### config.mk
export PLATFORM = sky130hd
export DESIGN_NAME = dring_fetch
export DESIGN_NICKNAME = d
export VERILOG_FILES = /design/src/rtl/dring_pkg.sv /design/src/rtl/dring_regs.sv /design/src/rtl/dring_ptr.sv /design/src/rtl/dring_seq.sv /design/src/rtl/dring_fetch.sv
export SDC_FILE = /design/constraint.sdc
export NUM_CORES = 1
export LEC_CHECK = 0
export BUFFER_PORTS_ARGS = -buffer_cell sky130_fd_sc_hd__buf_2
export CAP_MARGIN = 20
export CORE_MARGIN = 5
export CORE_UTILIZATION = 52
export DETAILED_ROUTE_END_ITERATION = 8
export PLACE_DENSITY = 0.8
export SYNTH_ARGS = -nofsm -noshare
export SYNTH_HDL_FRONTEND = slang
export SYNTH_SLANG_ARGS = --single-unit
### constraint.sdc
create_clock -name clk -period 4 [get_ports clk]
set_clock_uncertainty 0.05 [all_clocks]
set_input_delay 1.2 -clock clk [delete_from_list [all_inputs] [get_ports clk]]
set_output_delay 1.2 -clock clk [all_outputs]
set_load 0.03 [all_outputs]
### src/rtl/dring_pkg.sv
package dring_pkg;

   localparam int DESC_WORDS = 4;
   localparam int WORD_W     = 32;
   localparam int DESC_W     = DESC_WORDS * WORD_W;
   localparam int DESC_SHIFT = 4;   // log2 of descriptor size in bytes

   typedef enum logic [1:0] {
      SEL_BASE = 2'd0,
      SEL_LAST = 2'd1,
      SEL_TAIL = 2'd2,
      SEL_CTRL = 2'd3
   } dr_sel_e;

   typedef enum logic [1:0] {
      ST_OFF   = 2'd0,
      ST_FETCH = 2'd1,
      ST_OFFER = 2'd2,
      ST_SUSP  = 2'd3
   } dr_state_e;

endpackage

### src/rtl/dring_regs.sv
module dring_regs
   import dring_pkg::*;
#(
   parameter int ADDR_W = 32,
   parameter int IDX_W  = 8
) (
   input  logic              clk,
   input  logic              rst_n,
   input  logic              wr_en,
   input  logic [1:0]        wr_sel,
   input  logic [ADDR_W-1:0] wr_data,
   input  logic              cfg_lock,
   output logic [ADDR_W-1:0] base_addr,
   output logic [IDX_W-1:0]  ring_last,
   output logic [ADDR_W-1:0] tail_next,
   output logic              enable
);

   logic [ADDR_W-1:0] tail_q;
   logic              wr_base, wr_last, wr_tail, wr_ctrl;

   assign wr_base = wr_en && (wr_sel == SEL_BASE) && !cfg_lock;
   assign wr_last = wr_en && (wr_sel == SEL_LAST) && !cfg_lock;
   assign wr_tail = wr_en && (wr_sel == SEL_TAIL);
   assign wr_ctrl = wr_en && (wr_sel == SEL_CTRL);

   always_ff @(posedge clk or negedge rst_n) begin
      if (!rst_n) begin
         base_addr <= '0;
         ring_last <= '0;
         tail_q    <= '0;
         enable    <= 1'b0;
      end else begin
         if (wr_base) base_addr <= {wr_data[ADDR_W-1:DESC_SHIFT], {DESC_SHIFT{1'b0}}};
         if (wr_last) ring_last <= wr_data[IDX_W-1:0];
         if (wr_tail) tail_q    <= wr_data;
         if (wr_ctrl) enable    <= wr_data[0];
      end
   end

   // tail as seen after this cycle's write, so a same-cycle write is not missed
   assign tail_next = wr_tail ? wr_data : tail_q;

   a_r9_base_locked: assert property (@(posedge clk) disable iff (!rst_n)
      (wr_en && wr_sel == SEL_BASE && cfg_lock) |=> $stable(base_addr));

   a_r9_last_locked: assert property (@(posedge clk) disable iff (!rst_n)
      (wr_en && wr_sel == SEL_LAST && cfg_lock) |=> $stable(ring_last));

   a_r2_base_aligned: assert property (@(posedge clk) disable iff (!rst_n)
      base_addr[DESC_SHIFT-1:0] == '0);

endmodule

### src/rtl/dring_ptr.sv
module dring_ptr
   import dring_pkg::*;
#(
   parameter int ADDR_W = 32,
   parameter int IDX_W  = 8
) (
   input  logic              clk,
   input  logic              rst_n,
   input  logic [ADDR_W-1:0] base_addr,
   input  logic [IDX_W-1:0]  ring_last,
   input  logic [ADDR_W-1:0] tail_next,
   input  logic              clear,
   input  logic              advance,
   output logic [ADDR_W-1:0] cur_addr,
   output logic              pend_now,
   output logic              pend_adv
);

   logic [IDX_W-1:0]  cur_idx, nxt_idx, tail_idx;
   logic [ADDR_W-1:0] tail_off;

   // ring-index space: the tail is reduced to an entry number relative to base
   assign tail_off = tail_next - base_addr;
   assign tail_idx = IDX_W'(tail_off >> DESC_SHIFT);

   assign nxt_idx  = (cur_idx == ring_last) ? '0 : cur_idx + IDX_W'(1);
   assign cur_addr = base_addr + ADDR_W'({cur_idx, {DESC_SHIFT{1'b0}}});

   assign pend_now = (tail_idx != cur_idx);
   assign pend_adv = (tail_idx != nxt_idx);

   always_ff @(posedge clk or negedge rst_n) begin
      if (!rst_n)       cur_idx <= '0;
      else if (clear)   cur_idx <= '0;
      else if (advance) cur_idx <= nxt_idx;
   end

   a_r6_wrap_to_zero: assert property (@(posedge clk) disable iff (!rst_n)
      (advance && !clear && cur_idx == ring_last) |=> cur_idx == '0);

   a_r4_idx_hold: assert property (@(posedge clk) disable iff (!rst_n)
      (!advance && !clear) |=> $stable(cur_idx));

   a_r6_idx_in_ring: assert property (@(posedge clk) disable iff (!rst_n)
      (advance && !clear) |=> cur_idx <= ring_last);

endmodule

### src/rtl/dring_seq.sv
module dring_seq
   import dring_pkg::*;
#(
   parameter int ADDR_W = 32
) (
   input  logic              clk,
   input  logic              rst_n,
   input  logic              enable,
   input  logic              pend_now,
   input  logic              pend_adv,
   input  logic [ADDR_W-1:0] cur_addr,
   output logic              mem_req,
   output logic [ADDR_W-1:0] mem_addr,
   input  logic              mem_ack,
   input  logic [WORD_W-1:0] mem_rdata,
   output logic              desc_valid,
   output logic [DESC_W-1:0] desc_data,
   input  logic              desc_ready,
   output logic              advance,
   output logic              clear,
   output logic              cfg_lock,
   output logic              running,
   output logic              suspend_irq
);

   localparam int WCNT_W = $clog2(DESC_WORDS);
   localparam logic [WCNT_W-1:0] WLAST = WCNT_W'(DESC_WORDS - 1);

   dr_state_e         state_q, state_d;
   logic [WCNT_W-1:0] wcnt_q;
   logic              enter_susp;
   logic              word_take;

   always_comb begin
      state_d    = state_q;
      enter_susp = 1'b0;
      if (!enable) begin
         state_d = ST_OFF;
      end else begin
         case (state_q)
            ST_OFF: begin
               if (pend_now) state_d = ST_FETCH;
               else begin
                  state_d    = ST_SUSP;
                  enter_susp = 1'b1;
               end
            end
            ST_FETCH: if (mem_ack && wcnt_q == WLAST) state_d = ST_OFFER;
            ST_OFFER: begin
               if (desc_ready) begin
                  if (pend_adv) state_d = ST_FETCH;
                  else begin
                     state_d    = ST_SUSP;
                     enter_susp = 1'b1;
                  end
               end
            end
            ST_SUSP: if (pend_now) state_d = ST_FETCH;
            default: state_d = ST_OFF;
         endcase
      end
   end

   assign word_take = (state_q == ST_FETCH) && mem_ack;

   always_ff @(posedge clk or negedge rst_n) begin
      if (!rst_n) begin
         state_q     <= ST_OFF;
         wcnt_q      <= '0;
         suspend_irq <= 1'b0;
      end else begin
         state_q     <= state_d;
         suspend_irq <= enter_susp;
         if (state_q != ST_FETCH) wcnt_q <= '0;
         else if (mem_ack)        wcnt_q <= wcnt_q + WCNT_W'(1);
      end
   end

   // one capture register per descriptor word
   for (genvar g = 0; g < DESC_WORDS; g++) begin : g_word
      logic [WORD_W-1:0] w_q;
      always_ff @(posedge clk or negedge rst_n) begin
         if (!rst_n)                                        w_q <= '0;
         else if (word_take && wcnt_q == WCNT_W'(g))        w_q <= mem_rdata;
      end
      assign desc_data[g*WORD_W +: WORD_W] = w_q;
   end

   assign mem_req    = (state_q == ST_FETCH);
   assign mem_addr   = cur_addr + ADDR_W'({wcnt_q, 2'b00});
   assign desc_valid = (state_q == ST_OFFER);
   assign advance    = (state_q == ST_OFFER) && desc_ready;
   assign clear      = (state_q == ST_OFF);
   assign cfg_lock   = (state_q != ST_OFF);
   assign running    = (state_q == ST_FETCH) || (state_q == ST_OFFER);

   a_r3_req_hold: assert property (@(posedge clk) disable iff (!rst_n || !enable)
      (mem_req && !mem_ack) |=> (mem_req && $stable(mem_addr)));

   a_r4_offer_hold: assert property (@(posedge clk) disable iff (!rst_n || !enable)
      (desc_valid && !desc_ready) |=> (desc_valid && $stable(desc_data)));

   a_r3_offer_after_ack: assert property (@(posedge clk) disable iff (!rst_n)
      $rose(desc_valid) |-> $past(mem_ack));

   a_r10_irq_on_entry: assert property (@(posedge clk) disable iff (!rst_n)
      suspend_irq |-> (state_q == ST_SUSP && $past(state_q) != ST_SUSP));

   a_r10_irq_single: assert property (@(posedge clk) disable iff (!rst_n)
      suspend_irq |=> !suspend_irq);

   a_r11_idle_quiet: assert property (@(posedge clk) disable iff (!rst_n)
      !running |-> (!mem_req && !desc_valid));

endmodule

### src/rtl/dring_fetch.sv
module dring_fetch
   import dring_pkg::*;
#(
   parameter int ADDR_W = 32,
   parameter int IDX_W  = 8
) (
   input  logic              clk,
   input  logic              rst_n,
   input  logic              reg_wr_en,
   input  logic [1:0]        reg_wr_sel,
   input  logic [ADDR_W-1:0] reg_wr_data,
   output logic [ADDR_W-1:0] cur_ptr,
   output logic              running,
   output logic              suspend_irq,
   output logic              mem_req,
   output logic [ADDR_W-1:0] mem_addr,
   input  logic              mem_ack,
   input  logic [WORD_W-1:0] mem_rdata,
   output logic              desc_valid,
   output logic [DESC_W-1:0] desc_data,
   input  logic              desc_ready
);

   if (IDX_W < 1 || ADDR_W < IDX_W + DESC_SHIFT + 1) begin : g_bad_width
      $error("dring_fetch: ADDR_W must exceed IDX_W + DESC_SHIFT");
   end
   if (DESC_WORDS != 4 || (1 << DESC_SHIFT) != DESC_WORDS * WORD_W / 8) begin : g_bad_desc
      $error("dring_fetch: descriptor geometry inconsistent");
   end

   logic [ADDR_W-1:0] base_addr, tail_next, cur_addr;
   logic [IDX_W-1:0]  ring_last;
   logic              enable, cfg_lock, clear, advance, pend_now, pend_adv;

   dring_regs #(.ADDR_W(ADDR_W), .IDX_W(IDX_W)) u_regs (
      .clk       (clk),
      .rst_n     (rst_n),
      .wr_en     (reg_wr_en),
      .wr_sel    (reg_wr_sel),
      .wr_data   (reg_wr_data),
      .cfg_lock  (cfg_lock),
      .base_addr (base_addr),
      .ring_last (ring_last),
      .tail_next (tail_next),
      .enable    (enable)
   );

   dring_ptr #(.ADDR_W(ADDR_W), .IDX_W(IDX_W)) u_ptr (
      .clk       (clk),
      .rst_n     (rst_n),
      .base_addr (base_addr),
      .ring_last (ring_last),
      .tail_next (tail_next),
      .clear     (clear),
      .advance   (advance),
      .cur_addr  (cur_addr),
      .pend_now  (pend_now),
      .pend_adv  (pend_adv)
   );

   dring_seq #(.ADDR_W(ADDR_W)) u_seq (
      .clk         (clk),
      .rst_n       (rst_n),
      .enable      (enable),
      .pend_now    (pend_now),
      .pend_adv    (pend_adv),
      .cur_addr    (cur_addr),
      .mem_req     (mem_req),
      .mem_addr    (mem_addr),
      .mem_ack     (mem_ack),
      .mem_rdata   (mem_rdata),
      .desc_valid  (desc_valid),
      .desc_data   (desc_data),
      .desc_ready  (desc_ready),
      .advance     (advance),
      .clear       (clear),
      .cfg_lock    (cfg_lock),
      .running     (running),
      .suspend_irq (suspend_irq)
   );

   assign cur_ptr = cur_addr;

   a_r7_no_stall_with_work: assert property (@(posedge clk) disable iff (!rst_n || !enable)
      (cfg_lock && !running && pend_now && !suspend_irq) |=> running);

endmodule

# Yosys cells after proc, flatten, opt, wreduce, memory -nomap -nowiden
# Cells that the tools add are included.
# op_classes
n_eq_ne	16
mux	18
addsub	5
n_reduce_logical	22
# ops
op	n
$add 32x12->32	1
$add 32x4->32	1
$mux 32	1
$mux 8	3
$mux 2	8
$ne 8x8->1	2
$logic_and 1x1->1	13
$eq 2x2->1 const B	6
$sub 12x12->12	1
$add 8x1->8 const B	1
$eq 8x8->1	1
$pmux 2 s4	1
$eq 2x1->1 const B	3
$logic_not 2->1	3
$ne 3x3->1 const B	2
$reduce_bool 2->1	3
$mux 1	4
$ne 3x2->1 const B	1
$reduce_and 3->1	1
$add 2x1->2 const B	1
$ne 2x1->1 const B	1
$pmux 1 s2	1
$logic_not 1->1	1
$logic_or 1x1->1	1
# totals
in_bits	71
regBits	210
word_cells	73
out_inout_bits	196

# Depth between registers and ports, before layout
# Gate-level depths: netlist (run 1).
# depth
word_depth	9
ltp_mapped	13
depth_no_buf	13

# By module
# From an unflattened synthesis (run 1), not the netlist that was laid out.
# unflattened
hier_cells	823
area_unflattened_um2	10530.1
# modules_own_cells
mod	cells_per_inst	seq_area_each_um2	area_per_inst_um2	instances
dring_seq	390	3328.2	5701.7	1
dring_regs	154	1726.7	2717.6	1
dring_ptr	279	200.2	2110.8	1

# Worst setup path after synthesis (run 1)
# OpenSTA, ideal clock, no wires.
# synth_timing
path_kind	register to output
from	register u_regs.base_addr[4]
to	output mem_addr[28]
path_stages_with_launch	13
t_arrival_ns	2.965
n_path_buf	1
setup_slack_ns	-0.215
t_required_ns	2.750
cell_sequence	dfrtp_1 > ha_1 > inv_1 > fa_1 > inv_1 > a21oi_1 > o21bai_1 > a21o_1 > a21oi_1 > o21ai_1 > nand4_1 > xnor2_1 > buf_4
# synth_between
elab_chain_cells	2
# synth_lines
item	line	source
start: declaration	dring_regs.sv:13	output logic [ADDR_W-1:0] base_addr,
start signal: assignment	dring_regs.sv:34	if (wr_base) base_addr <= {wr_data[ADDR_W-1:DESC_SHIFT], {DESC_SHIFT{1'b0}}};
$add 32x12->32	dring_ptr.sv:27	assign cur_addr = base_addr + ADDR_W'({cur_idx, {DESC_SHIFT{1'b0}}});
named net cur_ptr[28]	dring_fetch.sv:12	output logic [ADDR_W-1:0] cur_ptr,
$add 32x4->32	dring_seq.sv:90	assign mem_addr = cur_addr + ADDR_W'({wcnt_q, 2'b00});
end: declaration	dring_fetch.sv:16	output logic [ADDR_W-1:0] mem_addr,
# The timed path passes the listed nets, and every way through them passes these cells.

# Worst setup path after layout (run 1)
# layout_timing
from	register u_ptr.cur_idx[0]
to	output cur_ptr[28]
# layout_between
elab_chain_cells	1
# layout_lines
item	line	source
start: declaration	dring_ptr.sv:19	logic [IDX_W-1:0] cur_idx, nxt_idx, tail_idx;
start signal: assignment	dring_ptr.sv:35	else if (advance) cur_idx <= nxt_idx;
$add 32x12->32	dring_ptr.sv:27	
end: declaration	dring_fetch.sv:12	
# Every way passes these cells.

==> flow_summary.yaml, run 1 <==
job:
  maxCapViolCount: 0
global_route:
  grt_pass1_wl_um: 36800
  antenna_found_initial: 0
  grtUsageTotal: 0.233
  grt_pass1_vias: 6931
  grt_max_degree: 63
  overflow: 0
run_status:
  status: "finished, violations left"
  violations: "setup timing"
power:
  peakVddDrop_mv: 0.529
  power.density_nw_per_um2: 828
  leakage_nw: 6.10
worst_hold_path:
  min_from: "u_seq.g_word[0].w_q[13]"
  hold_path_end: "u_seq.g_word[0].w_q[13]"
  hold_path.class: "flip-flop to flip-flop"
  hold_depth: 1
cts:
  clockRootBuffer: "clkbuf_16"
  htreeDepth: 4
  clock_path_buffers: 2
  path_clk_slew_ns: 0.07
  clock-sinks: 186
  clk_latency_ns: 0.42
  cts_tree: "built"
  cts_buffers: 17
critical_path:
  cpMaxStageDelayCell: "dfrtp_1"
  r2r_cells: 12
  reg2reg_from: "u_regs.tail_q[4]"
  rr_endpoint: "u_seq.state_q[1]"
  end_kind: "output port"
  path_delay_family: "adder cells"
  worst-path-max-fanout: 5
  criticalPathCategory: "flip-flop to output port"
  critPathBufInv: 5
  cpPeakStageDelay_ns: 0.41
  crit_path_cell_trace: "ha_2 -> inv_2 -> fa_2 -> inv_2 -> a21oi_2 -> o21bai_1 -> a21o_1 -> a21oi_2 -> o21ai_2 -> buf_6 -> buf_6 -> nand4_1 -> xnor2_2 -> buf_6"
  r2r_slack_ns: 0.99
  required_ns: 2.75
  cp_data_arrival_time_ns: 2.96
  cp_common_cell: "buf_6"
  start_kind: "flip-flop"
drt:
  drt_drc_violations_left: 0
  drt_iter0_markers: 227
  viasPerCell: 5.33
  post_drt_wl_per_cell_um: 19.2
  ant_nets: 0
  vias: 6475
  finalWirelength_um: 23400
  dr.pass1.iters: 5
synthesis:
  synth_compound_area_frac: 0.0442
  ys.flop_type: "dfrtp_1"
  yosysSeqAreaShare: 0.515
  synth.top_cell.area_share: 0.515
  yosys_warnings: 0
  synth_cell_types: 67
  synth.largest_area_cell: "dfrtp_1"
  synth_most_common_cell: "dfrtp_1"
  ys_ff_latch: 186
  async_flop_share: 1.00
  synth.area.mux_share: 0.214
  synth_area_um2: 9040
  synth_xor_area_frac: 0.0611
  synth_top_family_by_area: "multiplexers"
  yosys.area_share.adder: 0.0390
  synthSimpleGateAreaFrac: 0.0739
  ys_top_cells_by_count: "dfrtp_1, mux2_2, buf_4"
  synthCells: 705
  syn_avg_cell_area_um2: 12.8
  ys_top_cells_by_area: "dfrtp_1, mux2_2, ha_1, xnor2_1, buf_4"
  synth_edf_count: 0
cells_and_area:
  diodes: 0
  nets: 1075
  n_fill_cell: 1201
  drive_gt1_frac: 0.568
  areaGrowthSynthToFinish_pct: 29.3
  layout.cells.non_filler: 1214
sta:
  tightest_slew_ns: 0.614
  finalCritPeriodShare: 1.05
  min_period_ns: 4.21
  fin_ws_ns: -0.213
  fin_hold_ws_ns: 0.451
  max_slew_margin: 0.591
  slew_viol_final: 0
  fmax_mhz: 237
  setup_viol: 25
  grt_setup_unrepaired: "yes"
  hold_viol: 0
placement:
  hpwl_um: 16700
  dp.cells: 1165
  pre_cts_ws_ns: -0.225
  gp_congestion: 0.882
  port_buffers: 260
floorplan:
  die_area_um2: 20100
  initial_core_util: 0.526
  core_area_um2: 17200
  dieHeight_um: 142
  rows: 48
  io_pins: 267
  die_x_um: 142
==> layout by cell type, fill, tap and decap left out, types with 12 or more instances in the layout <==
cell type / synthesis / routed
buf_2: 2 / 220
dfrtp_1: 186 / 186
mux2_2: 166 / 166
buf_4: 34 / 55
buf_6: 4 / 32
nand2_1: 25 / 25
ha_1: 25 / 24
inv_1: 22 / 20
xor2_1: 23 / 20
xnor2_1: 30 / 17
nor2_1: 18 / 17
clkbuf_16: 0 / 17
xnor2_2: 3 / 15
a21oi_1: 16 / 12
o21ai_0: 13 / 12
==> where the power goes <==
group | internal, mW | switching [mW]
logic | 1.97 | 3.07
clock network | 0.833 | 0.803
registers | 2.54 | 0.463
==> sequential cells by signal (all words and copies together), names as in the netlist <==
name,cells
u_seq.suspend_irq,1
u_ptr.cur_idx,8
u_regs.ring_last,8
u_regs.enable,1
u_regs.base_addr,28
u_seq.state_q,2
u_seq.g_word.w_q,128
u_regs.tail_q,8
u_seq.wcnt_q,2
==> layout make-up <==
type                       count  area [um2]  share of cell area
tap                          225         282              0.0241
inverter                      22        82.6             0.00707
sequential                   186        4650               0.398
multi-input combinational    441        4170               0.357
clock buffer                  17         425              0.0364
timing repair buffer         309        1910               0.164
clock inverter                14         153              0.0131
==> layer usage <==
layer,GRT usage,vias up,part of all wire
met1,0.283,3202,0.40
met2,0.383,269,0.47
met3,0.101,30,0.11
met4,0.0641,0,0.017
met5,0,-,0
li1,-,2974,-
==> worst max path at each step <==
stage / depth (start not counted) / start / to
finish: 14 / u_ptr.cur_idx[0] / cur_ptr[28]
global route: 14 / u_ptr.cur_idx[0] / cur_ptr[28]
CTS: 14 / u_ptr.cur_idx[0] / mem_addr[20]
detailed placement: 14 / reg_wr_sel[0] / u_seq.state_q[0]
global placement: 14 / reg_wr_sel[0] / u_seq.state_q[0]
floorplan: 10 / u_ptr.cur_idx[1] / mem_addr[31]
==> through the flow <==
| stage | instance area [um2] | total power, mW | TNS, ns | util |
|---|---|---|---|---|
| after floorplan | 9140 | 6.52 | 0 | - |
| after global placement | 10600 | 7.60 | -0.276 | 0.619 |
| after detailed placement | 10600 | 7.72 | -0.623 | 0.619 |
| after CTS | 11500 | 9.59 | -2.76 | 0.670 |
| after global routing | 11700 | 10.2 | -7.79 | 0.680 |
| final | 11700 | 9.67 | -3.20 | 0.680 |
==> worst reg2reg max path: cells and delay by family (launching register included) <==
family,cells,cell delay [ns]
mux,2,0.34
xor+xnor,1,0.22
buf+inv,1,0.05
compound gates,4,0.75
fa+ha+maj,2,0.61
flops,1,0.37
simple gates,2,0.55
==> timing repair <==
action / 4_1_cts / 5_1_grt
pin swaps: 12 / 10
resized for setup: 66 / 41
endpoints found under the setup margin: 34 / 37
buffers inserted: 13 / 5
hold buffers: 0 / 0
==> logic make-up after synthesis <==
| logic type | after synthesis |
|---|---|
| AOI/OAI and AO/OA | 60 |
| xor gates and xnor gates | 58 |
| adders and majority gates | 27 |
| buffers and inverters | 83 |
| DFF | 186 |
| muxes | 172 |
| other | 1 |
| and+or+nand+nor | 118 |
Power figures use the tool's default switching activity.
==> inputs of run 2 (changes only) <==
Settings changed: SETUP_SLACK_MARGIN from default to 0.4.
==> run 2 against run 1 <==
Effect of this change:
- the flow still finishes with violations (setup timing)
- largest cell class unchanged
- worst hold slack better by 0.00078 ns
- design area up 5.8%
- critical endpoint is now mem_addr[26]
- largest power group unchanged
- sequential cell count unchanged
==> flow_summary.yaml, run 2 (synthesis results as in run 1) <==
cells_and_area:
  diodes: 0
  nets: 1083
  reg_top3: "u_seq.g_word.w_q x128, u_regs.base_addr x28"
  mostFrequentLayoutCell: "buf_2"
  largest_reg_flops: 128
  layout_common_cells: "buf_2, dfrtp_1, mux2_2, buf_6, buf_4"
  drive_gt1_frac: 0.605
  top_register: "u_seq.g_word.w_q"
  areaGrowthSynthToFinish_pct: 36.8
sta:
  fin_ws_ns: -0.290
  slew_viol_final: 0
  setup_viol: 26
  tns_ns: -3.81
  finalCritPeriodShare: 1.07
  fin_hold_ws_ns: 0.452
  tightest_slew_ns: 0.699
  hold_viol: 0
  grt_setup_unrepaired: "yes"
  max_slew_margin: 0.534
  min_period_ns: 4.29
  fmax_mhz: 233
critical_path:
  start_kind: "flip-flop"
  crit_path_cell_trace: "ha_2 -> inv_2 -> fa_2 -> inv_2 -> a21oi_2 -> o21bai_1 -> a21o_1 -> a21oi_4 -> o21ai_4 -> buf_12 -> nand4_1 -> xnor2_4 -> buf_6"
  criticalPathCategory: "flip-flop to output port"
  r2r_slack_ns: 1.08
  cp_data_arrival_time_ns: 3.04
  worst-path-max-fanout: 10
  r2r_cells: 11
  required_ns: 2.75
  cpPeakStageDelay_ns: 0.38
  end_kind: "output port"
  cp_common_cell: "inv_2"
  cpMaxStageDelayCell: "dfrtp_1"
drt:
  post_drt_wl_per_cell_um: 20.3
  dr.pass1.iters: 4
  viasPerCell: 5.42
  drt_iter0_markers: 225
  drt_drc_violations_left: 0
  vias: 6634
  finalWirelength_um: 24800
  ant_nets: 0
power:
  power.density_nw_per_um2: 837
  peakVddDrop_mv: 0.480
  leakage_nw: 6.27
placement:
  port_buffers: 260
  hpwl_um: 17100
  gp_congestion: 0.950
global_route:
  grtUsageTotal: 0.243
  grt_max_degree: 72
  overflow: 0
  antenna_found_initial: 0
  grt_pass1_vias: 7160
  grt_pass1_wl_um: 38900
cts:
  clock_path_buffers: 2
  htreeDepth: 4
  cts_tree: "built"
  cts_buffers: 17
  clk_latency_ns: 0.42
  clock-sinks: 186
  path_clk_slew_ns: 0.07
  clockRootBuffer: "clkbuf_16"
job:
  maxCapViolCount: 0
floorplan:
  io_pins: 267
  die_area_um2: 20100
  die_x_um: 142
  rows: 48
  core_area_um2: 17200
  dieHeight_um: 142
  initial_core_util: 0.526
run_status:
  status: "finished, violations left"
  violations: "setup timing"
worst_hold_path:
  hold_path.class: "flip-flop to flip-flop"
  hold_depth: 1
-- run 2: cell count changes in the layout (fill, tap and decap cells not counted), moves of 7 or more --
cell	delta
xnor2_4	+13
buf_4	-8
buf_2	-10
ha_4	+7
buf_6	+25
ha_1	-9
xnor2_2	-8
-- run 2: layer usage --
metal	share of wire	routed length, um	GRT usage
met1	0.39	9720	0.303
met3	0.097	2400	0.0816
met2	0.49	12100	0.402
met4	0.023	579	0.0793
met5	0	0	0
-- run 2: what timing repair did --
action,in CTS,in global routing
gates resized for setup,105,49
hold buffers,0,0
pin swaps,42,25
setup buffers,13,10
setup endpoints to repair,45,51
-- run 2: final timing paths --
| check | startpoint | endpoint |
|---|---|---|
| max | u_ptr.cur_idx[0] | mem_addr[26] |
| min | u_seq.g_word[3].w_q[13] | u_seq.g_word[3].w_q[13] |
| max reg2reg | u_regs.tail_q[5] | u_seq.state_q[0] |
| min reg2reg | u_seq.g_word[3].w_q[13] | u_seq.g_word[3].w_q[13] |
| max in group asynchronous | rst_n | u_seq.g_word[0].w_q[25] |
| min in group asynchronous | rst_n | u_regs.base_addr[10] |
-- run 2: layout make-up --
cell class,instances,area [um2]
Fill cell,1095,4820
Clock buffer,18,429
Sequential cell,186,4660
Tap cell,225,282
Multi-Input combinational cell,441,4640
Timing Repair Buffer,317,2110
Clock inverter,14,159
Inverter,22,82.6
-- run 2: power breakdown --
group	internal (mW)	switching, mW
Clock	0.837	0.809
Combinational	2.35	3.27
Sequential	2.54	0.540
-- run 2: critical path: cells and delay by family (launching register included) --
family	cells	cell delay (ns)
AO/OA/AOI/OAI	5	0.70
adder cells (fa/ha/maj)	2	0.56
buffers and inverters	4	0.41
flip-flops	1	0.38
XOR/XNOR	1	0.32
AND/OR/NAND/NOR	1	0.25
-- run 2: stage by stage --
| step | power (mW) | setup WS [ns] | util | cell area [um2] | std cells |
|---|---|---|---|---|---|
| floorplan | 6.75 | 0.197 | - | 9460 | 710 |
| global placement | 7.85 | -0.0467 | 0.636 | 10900 | 1168 |
| detailed placement | 7.96 | -0.131 | 0.636 | 10900 | 1168 |
| CTS | 10.1 | -0.190 | 0.700 | 12000 | 1213 |
| global route | 10.9 | -0.439 | 0.719 | 12400 | 1223 |
| finish | 10.3 | -0.290 | 0.719 | 12400 | 1223 |
==> inputs of run 3 (changes only) <==
Settings changed: CELL_PAD_IN_SITES_DETAIL_PLACEMENT from default to 1, CELL_PAD_IN_SITES_GLOBAL_PLACEMENT from default to 2, CORE_ASPECT_RATIO from default to 0.5, CORE_UTILIZATION 52 to 34, PLACE_DENSITY 0.8 to default, PLACE_DENSITY_LB_ADDON from default to 0.1.
==> run 3 against run 2 <==
Effect of this change:
- the flow still finishes with violations (setup timing)
- via count fell by 3.7%
- die area rose by 50%
- maximum frequency rose by 2.0%
- combinational power fell by 3%
- sequential power barely moved
- clock power rose by 5%
- sequential cell count did not move
- sequential share of layout area fell by 0.14 points
- utilization fell by 25 points
- wire length rose by 2.8%
- register-to-register slack got worse by 0.10 ns
- non-clock buffer count fell by 6
- critical path type unchanged
- largest cell class unchanged
==> flow_summary.yaml, run 3 (synthesis results as in run 1) <==
critical_path:
  cp_common_cell: "inv_2"
  crit_path_cell_trace: "ha_4 -> inv_2 -> fa_2 -> inv_2 -> a21oi_2 -> o21bai_1 -> a21o_1 -> a21oi_4 -> o21ai_4 -> buf_12 -> nand4_1 -> xnor2_4 -> buf_6"
  reg2reg_from: "u_ptr.cur_idx[0]"
  cpMaxStageDelayCell: "dfrtp_1"
  end_kind: "output port"
  r2r_slack_ns: 0.98
  critPathLaunch: "u_ptr.cur_idx[0]"
  worst-path-max-fanout: 9
  criticalPathCategory: "flip-flop to output port"
  cp_data_arrival_time_ns: 2.95
  cpPeakStageDelay_ns: 0.43
  critPathBufInv: 4
  start_kind: "flip-flop"
  path_delay_family: "compound AO/OA/AOI/OAI gates"
  required_ns: 2.75
cts:
  clk_latency_ns: 0.44
  cts_tree: "built"
  path_clk_slew_ns: 0.07
  clock_path_buffers: 2
  cts_buffers: 17
  clock-sinks: 186
  htreeDepth: 4
  clockRootBuffer: "clkbuf_16"
drt:
  vias: 6388
  drt_drc_violations_left: 0
  drt_iter0_markers: 208
  ant_nets: 0
  finalWirelength_um: 25500
  dr.pass1.iters: 4
  viasPerCell: 4.76
  post_drt_wl_per_cell_um: 19.0
floorplan:
  die_area_um2: 30100
  rows: 42
  core_area_um2: 26300
  initial_core_util: 0.343
  die_x_um: 241
  dieHeight_um: 125
  io_pins: 267
global_route:
  antenna_found_initial: 1
  grtUsageMet3: 0.0510
  grt_pass1_wl_um: 40400
  grt_pass1_vias: 6981
  top_usage_layer: "met2"
  grtUsageTotal: 0.172
  grt_max_degree: 92
  grt_util_met1: 0.214
  grtUsageMet2: 0.301
  overflow: 0
sta:
  finalCritPeriodShare: 1.05
  hold_viol: 0
  fmax_mhz: 238
  fin_ws_ns: -0.204
  tightest_slew_ns: 0.736
  grt_setup_unrepaired: "yes"
  setup_viol: 23
  fin_hold_ws_ns: 0.449
  max_slew_margin: 0.509
  min_period_ns: 4.20
  slew_viol_final: 0
placement:
  pre_cts_ws_ns: -0.183
  hpwl_um: 19100
  dp.cells: 1295
  dpl_cell_area_um2: 11100
  gp_congestion: 0.808
  port_buffers: 260
cells_and_area:
  drive_gt1_frac: 0.595
  finalInstanceArea_um2: 12400
  reg_top3: "u_seq.g_word.w_q x128, u_regs.base_addr x28"
  largest_reg_flops: 128
  mostFrequentLayoutCell: "buf_2"
  diodes: 0
  nets: 1077
  layout_common_cells: "buf_2, dfrtp_1, mux2_2, buf_6, buf_4"
  layout.cells.non_filler: 1343
  top_register: "u_seq.g_word.w_q"
  areaGrowthSynthToFinish_pct: 37.3
worst_hold_path:
  hold_path.class: "flip-flop to flip-flop"
  min_from: "u_seq.g_word[1].w_q[15]"
run_status:
  status: "finished, violations left"
  violations: "setup timing"
power:
  leakage_nw: 6.25
  peakVddDrop_mv: 0.338
  power.density_nw_per_um2: 825
job:
  maxCapViolCount: 0
run 3: path summary, 6_finish.rpt:
| kind | depth (start not counted) | endpoint |
|---|---|---|
| max | 13 | cur_ptr[30] |
| min | 1 | u_seq.g_word[1].w_q[15] |
| max reg2reg | 10 | u_seq.state_q[1] |
| min reg2reg | 1 | u_seq.g_word[1].w_q[15] |
| max in group asynchronous | 2 | u_regs.base_addr[18] |
| min in group asynchronous | 1 | u_seq.g_word[2].w_q[7] |
run 3: area by class of cell:
class,count,area [um2]
clock buffers,20,467
repair buffers,311,2050
clock inverters,11,134
flip-flops and latches,186,4660
fillers,2751,13900
well taps,352,440
inverters,22,82.6
multi-input cells,441,4570
run 3: per-layer routing:
layer / vias up / wire length [um]
li1: 2988 / -
met1: 3249 / 10600
met2: 130 / 13200
met3: 19 / 1470
met4: 2 / 225
met5: - / 20
run 3: timing repair:
item | CTS | global route
setup endpoints to repair | 47 | 51
pin swaps | 23 | 38
buffers inserted | 9 | 7
resized for setup | 87 | 51
hold buffers | 0 | 0
run 3: metrics by stage:
stage          total power, mW  setup TNS [ns]  utilization
6_report                  10.2           -3.02        0.471
5_1_grt                   10.8           -8.05        0.471
4_1_cts                   10.1           -3.27        0.459
3_5_place_dp              8.05          -0.446        0.421
3_3_place_gp              7.96          -0.288        0.421
2_1_floorplan             6.75               0            -
run 3: report_power, final:
group	total, mW	internal, mW	switching (mW)
Combinational	5.45	2.27	3.18
Sequential	3.05	2.54	0.510
Clock	1.73	0.980	0.751
Total	10.2	5.79	4.44
